`src/rtl/clkout_pkg.sv`:
```
`timescale 1ns/1ps
package clkout_pkg;
  localparam int REG_W       = 8;
  localparam int DIV_W       = 2;
  localparam int BIT_BUS_OFF = 7;
  localparam int BIT_DBL_OFF = 6;
  localparam logic [REG_W-1:0] WR_MASK = 8'hC3;

  typedef enum logic [2:0] {
    MD_SPC_SC   = 3'd0,
    MD_EMU_SC   = 3'd1,
    MD_SPC_TEST = 3'd2,
    MD_EMU_EXP  = 3'd3,
    MD_NRM_SC   = 3'd4,
    MD_NRM_EXP  = 3'd5
  } op_mode_e;

  function automatic logic is_emu(input logic [2:0] m);
    return (m == MD_EMU_SC) || (m == MD_EMU_EXP);
  endfunction

  function automatic logic [REG_W-1:0] reset_image(input logic [2:0] m);
    return ((m == MD_EMU_SC) || (m == MD_NRM_SC)) ? 8'hC0 : 8'h40;
  endfunction
endpackage

```
`src/rtl/clkout_rst_sync.sv`:
```
`timescale 1ns/1ps
module clkout_rst_sync #(
  parameter int STAGES = 2
) (
  input  logic clk,
  input  logic rst_n,
  output logic rst_sync_n
);
  logic [STAGES-1:0] sh_q;
  logic [STAGES-1:0] sh_d;

  always_comb begin
    sh_d = {sh_q[STAGES-2:0], 1'b1};
  end

  always_ff @(posedge clk or negedge rst_n) begin
    if (!rst_n) sh_q <= '0;
    else        sh_q <= sh_d;
  end

  assign rst_sync_n = sh_q[STAGES-1];
endmodule

```
`src/rtl/clkout_regs.sv`:
```
`timescale 1ns/1ps
module clkout_regs
  import clkout_pkg::*;
(
  input  logic             clk,
  input  logic             rst_n,
  input  logic [2:0]       mode,
  input  logic             wr,
  input  logic [REG_W-1:0] wdata,
  output logic [REG_W-1:0] rdata
);
  logic [REG_W-1:0] ctl_q, ctl_d;
  logic             init_q;
  logic             reg_en;

  // The first clock after reset release loads the mode image; a write wins.
  always_comb begin
    reg_en = wr | ~init_q;
    if (wr) ctl_d = wdata & WR_MASK;
    else    ctl_d = reset_image(mode);
  end

  always_ff @(posedge clk or negedge rst_n) begin
    if (!rst_n) begin
      ctl_q  <= '0;
      init_q <= 1'b0;
    end else begin
      if (reg_en) ctl_q <= ctl_d;
      init_q <= 1'b1;
    end
  end

  assign rdata = init_q ? ctl_q : reset_image(mode);

  AST_WR_LANDS: assert property (@(posedge clk) disable iff (!rst_n)
    $past(wr) |-> ctl_q == ($past(wdata) & WR_MASK));
endmodule

```
`src/rtl/clkout_div.sv`:
```
`timescale 1ns/1ps
module clkout_div #(
  parameter int DIV_W = 2
) (
  input  logic             clk,
  input  logic             rst_n,
  input  logic             bus_en,
  input  logic             run_req,
  input  logic [DIV_W-1:0] div_sel,
  output logic             clk_o
);
  localparam logic [DIV_W-1:0] CNT_ONE = 1;

  logic             out_q, out_d;
  logic             act_q, act_d;
  logic [DIV_W-1:0] div_q, div_d;
  logic [DIV_W-1:0] cnt_q, cnt_d;
  logic             phase_end;

  assign phase_end = (cnt_q == div_q);

  always_comb begin
    out_d = out_q;
    act_d = act_q;
    div_d = div_q;
    cnt_d = cnt_q;
    if (!act_q) begin
      if (run_req && bus_en) begin
        act_d = 1'b1;
        out_d = 1'b1;
        cnt_d = '0;
        div_d = div_sel;
      end
    end else if (!phase_end) begin
      cnt_d = cnt_q + CNT_ONE;
    end else if (out_q) begin
      out_d = 1'b0;
      cnt_d = '0;
    end else if (run_req) begin
      out_d = 1'b1;
      cnt_d = '0;
      div_d = div_sel;
    end else begin
      act_d = 1'b0;
    end
  end

  always_ff @(posedge clk or negedge rst_n) begin
    if (!rst_n) begin
      out_q <= 1'b0;
      act_q <= 1'b0;
      div_q <= '0;
      cnt_q <= '0;
    end else begin
      out_q <= out_d;
      act_q <= act_d;
      div_q <= div_d;
      cnt_q <= cnt_d;
    end
  end

  assign clk_o = out_q;

  AST_IDLE_LOW: assert property (@(posedge clk) disable iff (!rst_n)
    !act_q |-> !out_q);
  AST_CNT_RANGE: assert property (@(posedge clk) disable iff (!rst_n)
    cnt_q <= div_q);
  AST_DIV_FROZEN: assert property (@(posedge clk) disable iff (!rst_n)
    (out_q && $past(out_q)) |-> $stable(div_q));
  AST_RISE_ALIGN: assert property (@(posedge clk) disable iff (!rst_n)
    ($rose(out_q) && !$past(act_q)) |-> $past(bus_en));
endmodule

```
`src/rtl/clkout_gate.sv`:
```
`timescale 1ns/1ps
module clkout_gate (
  input  logic clk,
  input  logic rst_n,
  input  logic run_req,
  output logic clk_o
);
  logic gate_q;

  // Enable updates while clk is low, so the AND never clips a high phase.
  always_ff @(negedge clk or negedge rst_n) begin
    if (!rst_n) gate_q <= 1'b0;
    else        gate_q <= run_req;
  end

  assign clk_o = clk & gate_q;
endmodule

```
`src/rtl/clkout_ctrl.sv`:
```
`timescale 1ns/1ps
module clkout_ctrl
  import clkout_pkg::*;
#(
  parameter int SYNC_STAGES = 2
) (
  input  logic             clk,
  input  logic             rst_n,
  input  logic             bus_en,
  input  logic [2:0]       mode,
  input  logic             wr_en,
  input  logic [REG_W-1:0] wr_data,
  output logic [REG_W-1:0] rd_data,
  output logic             bus_clk_o,
  output logic             dbl_clk_o
);
  logic             rst_s_n;
  logic [REG_W-1:0] ctl;
  logic             emu;
  logic             bus_run;
  logic             dbl_run;
  logic [DIV_W-1:0] div_eff;
  logic [BIT_DBL_OFF-1:DIV_W] ctl_unused;

  clkout_rst_sync #(.STAGES(SYNC_STAGES)) u_rst (
    .clk(clk), .rst_n(rst_n), .rst_sync_n(rst_s_n));

  clkout_regs u_regs (
    .clk(clk), .rst_n(rst_s_n), .mode(mode),
    .wr(wr_en), .wdata(wr_data), .rdata(ctl));

  always_comb begin
    emu     = is_emu(mode);
    bus_run = emu | ~ctl[BIT_BUS_OFF];
    dbl_run = emu | ~ctl[BIT_DBL_OFF];
    div_eff = emu ? '0 : ctl[DIV_W-1:0];
  end

  assign ctl_unused = ctl[BIT_DBL_OFF-1:DIV_W];
  assign rd_data    = ctl;

  clkout_div #(.DIV_W(DIV_W)) u_div (
    .clk(clk), .rst_n(rst_s_n), .bus_en(bus_en),
    .run_req(bus_run), .div_sel(div_eff), .clk_o(bus_clk_o));

  clkout_gate u_gate (
    .clk(clk), .rst_n(rst_s_n), .run_req(dbl_run), .clk_o(dbl_clk_o));
endmodule

```
`config.mk`:
```
export PLATFORM = sky130hd
export DESIGN_NAME = clkout_ctrl
export DESIGN_NICKNAME = d
export VERILOG_FILES = /design/src/rtl/clkout_pkg.sv /design/src/rtl/clkout_rst_sync.sv /design/src/rtl/clkout_regs.sv /design/src/rtl/clkout_div.sv /design/src/rtl/clkout_gate.sv /design/src/rtl/clkout_ctrl.sv
export SDC_FILE = /design/constraint.sdc
export NUM_CORES = 1
export LEC_CHECK = 0
export BUFFER_PORTS_ARGS = -buffer_cell sky130_fd_sc_hd__clkbuf_2
export CAP_MARGIN = 30
export CORE_ASPECT_RATIO = 0.9
export CORE_MARGIN = 1.5
export CORE_UTILIZATION = 42
export CTS_CLUSTER_DIAMETER = 120
export DETAILED_ROUTE_END_ITERATION = 6
export GPL_TIMING_DRIVEN = 1
export PLACE_DENSITY = 0.72
export SKIP_CTS_REPAIR_TIMING = 1
export SLEW_MARGIN = 20
export SYNTH_ARGS = -nofsm -noshare
export SYNTH_HDL_FRONTEND = slang
export SYNTH_SLANG_ARGS = --single-unit
```
`constraint.sdc`:
```
create_clock -name clk -period 0.8 [get_ports clk]
set_clock_uncertainty 0.05 [all_clocks]
set_input_delay 0 -clock clk [delete_from_list [all_inputs] [get_ports clk]]
set_output_delay 0 -clock clk [all_outputs]
set_load 0.05 [all_outputs]
```
# Word level (Yosys, flattened, before mapping)

Cells that the tools add are included.

Output and inout bits: 10
Input port bits: 15
Logic and storage cells: 54
Register bits after elaboration: 18

Bitwise operators: 7
Reduce and logical (&&, ||, !) cells: 7
Muxes and demuxes: 23
Add/sub/neg operators: 1
Eq/ne operators: 8

Operators by type and width:

| cell                  | number |
|---|---|
| $mux W8               | 3 |
| $mux W2               | 11 |
| $mux W1               | 9 |
| $ne A2 B2 Y1 const B  | 2 |
| $ne A4 B2 Y1 const B  | 1 |
| $reduce_and A2 Y1     | 2 |
| $reduce_and A4 Y1     | 1 |
| $eq A3 B1 Y1 const B  | 1 |
| $eq A3 B2 Y1 const B  | 1 |
| $eq A3 B3 Y1 const B  | 1 |
| $not A1 Y1            | 3 |
| $or A1 B1 Y1          | 3 |
| $add A2 B1 Y2 const B | 1 |
| $eq A2 B2 Y1          | 1 |
| $logic_or A1 B1 Y1    | 2 |
| $ne A2 B1 Y1 const B  | 1 |
| $reduce_bool A2 Y1    | 1 |
| $and A1 B1 Y1         | 1 |
| $logic_and A1 B1 Y1   | 1 |

# Longest topological paths before layout

Depth in word-level cells: 10
Mapped depth: 4
Gate-level depth less buffers: 4

# Hierarchy

A second synthesis with hierarchy kept.

Cells, all modules: 68
Area total of the unflattened synthesis: 749.5 µm²

By module, submodules not included:

| module          | area each (µm²) | instances | cells each |
|---|---|---|---|
| clkout_div      | 376.6           | 1         | 37 |
| clkout_regs     | 251.5           | 1         | 21 |
| clkout_rst_sync | 53.8            | 1         | 3 |
| clkout_ctrl     | 36.3            | 1         | 5 |
| clkout_gate     | 31.3            | 1         | 2 |

==> results.json <==
{
  "cp_slowest_cell": "sky130_fd_sc_hd__or4b_4",
  "post_synth_main_area_contributors": "sky130_fd_sc_hd__dfrtp_1 46%, sky130_fd_sc_hd__xnor2_1 4.9%, sky130_fd_sc_hd__buf_4 4.2%",
  "layout-drive-gt1-share_pct": 50.9,
  "first_global_vias": 639,
  "floorplan.io_pins": 25,
  "netlist.top_cell.by_area": "sky130_fd_sc_hd__dfrtp_1",
  "worst_endpoint_data_arrival_time_ns": 1.79,
  "synthArstFlopShare_pct": 100,
  "end_kind": "register",
  "clk_pin_slew_ns": 0.09,
  "start_util_pct": 47.2,
  "sequential_cell_area_sq_um": 352,
  "syn_area_sq_um": 714,
  "clockPowerShare_pct": 23.7,
  "postSynthCellCount": 67,
  "power.switching_mw": 1.43,
  "synth.yosys.seq_area_share_pct": 49.0,
  "violations": "negative setup slack",
  "report.final.setup_viol": 18,
  "yosys_register_bits": 14,
  "avgViaCountPerCell": 4.72,
  "grt_pass1_wl_mm": 2.55,
  "timing.final.crit_period_ns": 1.55,
  "cts_tree": "done",
  "grt_overflow": 0,
  "wl_mm": 1.81,
  "power_frac_comb_pct": 49.4,
  "via_count_of_the_routed_design": 652,
  "cap_viol_max_count": 0,
  "yosysWarnings": 0,
  "vdd_drop_max_mv": 2.16,
  "antenna_cells_inserted": 0,
  "fp.dieH_um": 42.1,
  "achievable-frequency_mhz": 644,
  "clk_latency_ns": 0.40,
  "setup_tns_ns": -9.30,
  "grt_start_max_net_pins": 12,
  "grtUsageTotal_pct": 18.7,
  "gp_congestion": 0.799,
  "worst_hold_path_type": "in2reg",
  "n_fill_cell": 98,
  "power.switching_fraction_pct": 36.8,
  "multi_input_gate_area_sq_um": 392,
  "final-hold-violation-count": 0,
  "finalCoreUtilization_pct": 79.8,
  "critical_path_peak_fanout": 3,
  "synthDominantCellAreaShare_pct": 45.5,
  "internal_power_mw": 2.47,
  "timing.final.max_slew_violations": 0,
  "synth-edff-count": 0,
  "unrepaired_setup_endpoints_after_global_routing": "yes",
  "std_cell_rows": 13,
  "critical_path_cell_by_cell": "or4b_4 > nand3_4 > a21oi_4 > mux2_4",
  "status": "complete, but fails checks",
  "final_hpwl_dp_mm": 1.18,
  "avgSynthCellArea_sq_um": 10.7,
  "post-synth-top-count-cell": "sky130_fd_sc_hd__dfrtp_1",
  "fp.dieW_um": 46.5,
  "wl_per_cell_um": 13.1,
  "drt_iter0_drc": 17,
  "critPathKind": "reg2reg",
  "critical_path_buf_inv_count": 0,
  "area_growth_syn_to_layout_pct": 69.0,
  "layout_worst_path_cycle_share_pct": 194,
  "critPathLaunchType": "register",
  "post_synth_num_cell_types": 29,
  "port_buffers": 16,
  "final_nets": 132,
  "power.density_cell_area_nw_per_um2": 3230,
  "grt_antenna_before_repair": 0,
  "drtAntennaViolNets": 0,
  "drc": 0,
  "worst_path_dominant_cell_family": "simple AND/OR/NAND/NOR gates",
  "setup_slack_ns": -0.752,
  "worst_path_largest_cell_delay_ns": 0.52,
  "power_frac_seq_pct": 26.9,
  "firstDrtPassIters": 4,
  "leakage_power_total_nw": 0.592,
  "synth-main-ff-cell": "sky130_fd_sc_hd__dfrtp_1",
  "die_area_sq_um": 1960,
  "cp.required_ns": 1.04,
  "netlist_top_cells_count": "13 x sky130_fd_sc_hd__dfrtp_1, 6 x sky130_fd_sc_hd__nand2_1, 5 x sky130_fd_sc_hd__inv_1",
  "area_of_the_core_sq_um": 1510
}
==> flip-flops by register name, summed over array words and instances (netlist names) <==
name / flops
u_div.clk_o: 1
u_div.div_q: 2
u_regs.ctl_q: 4
u_div.cnt_q: 2
u_regs.init_q: 1
u_rst.sh_q: 2
u_gate.gate_q: 1
u_div.act_q: 1
==> final cells by class <==
| type | count | share of cell area [%] |
|---|---|---|
| multi-input cells | 48 | 32.4 |
| flip-flops and latches | 14 | 29.1 |
| repair buffers | 41 | 28.5 |
| clock buffers | 8 | 6.11 |
| well taps | 22 | 2.28 |
| inverters | 5 | 1.55 |
==> metrics by stage <==
step	cell area, sq um	total power, mW	worst slack (ns)	instances	hold slack, ns
global route	1210	4.14	-0.784	138	0.0530
detailed placement	940	2.82	-0.708	120	-0.262
global placement	940	2.75	-0.687	120	-0.265
floorplan	749	2.22	-0.747	71	-0.346
CTS	998	3.58	-0.854	127	-0.693
finish	1210	3.90	-0.752	138	0.0613
==> path summary, 6_finish.rpt <==
check / endpoint / slack, ns / start / cells after the start
worst max-delay path: u_div.div_q[0] / -0.75 / u_regs.init_q / 4
worst min-delay path: u_div.div_q[1] / 0.06 / bus_en / 4
worst max register to register: u_div.div_q[0] / -0.75 / u_regs.init_q / 4
worst min register to register: u_div.div_q[0] / 0.15 / u_rst.sh_q[1] / 1
max in group asynchronous: u_rst.sh_q[1] / 0.18 / rst_n / 3
min in group asynchronous: u_div.div_q[0] / 0.15 / u_rst.sh_q[1] / 1
==> power by group through the flow <==
stage | combinational [mW] | clock [mW] | sequential, mW
CTS | 1.65 | 0.900 | 1.04
detailed placement | 1.64 | 0.131 | 1.05
finish | 1.93 | 0.925 | 1.05
global route | 2.07 | 1.00 | 1.07
floorplan | 0.942 | 0.115 | 1.16
global placement | 1.58 | 0.131 | 1.04
==> per-layer routing <==
metal  part of all wire, %  vias up  track usage (%)
met3                   2.9        2             5.17
met1                    40      322             23.4
met5                     0        -                0
met2                    56       13             27.5
met4                  0.66        0             12.0
li1                      -      315                -
==> cells by family after synthesis <==
group / Yosys count / synth area share (%)
xor+xnor: 4 / 4.90
simple gates: 23 / 18.7
flops: 14 / 49.0
buf+inv: 9 / 6.83
compound gates: 11 / 12.1
mux: 4 / 7.36
other cells: 2 / 1.05
==> layout by cell type, fill, tap and decap left out, drive strengths merged, types with 4 or more instances in the layout <==
cell         count
buf             24
xnor2            4
nand2b           4
o21ai            4
dfrtp           13
conb             6
nand2            6
mux2             4
clkbuf          17
dlygate4sd3      8
inv              5
==> tightest hold or removal path, stage by stage <==
cell                       delay [ns]
sky130_fd_sc_hd__clkbuf_2        0.09
sky130_fd_sc_hd__nand2b_1        0.12
sky130_fd_sc_hd__a21oi_4         0.09
sky130_fd_sc_hd__mux2_4          0.18
Power figures use the tool's default switching activity.
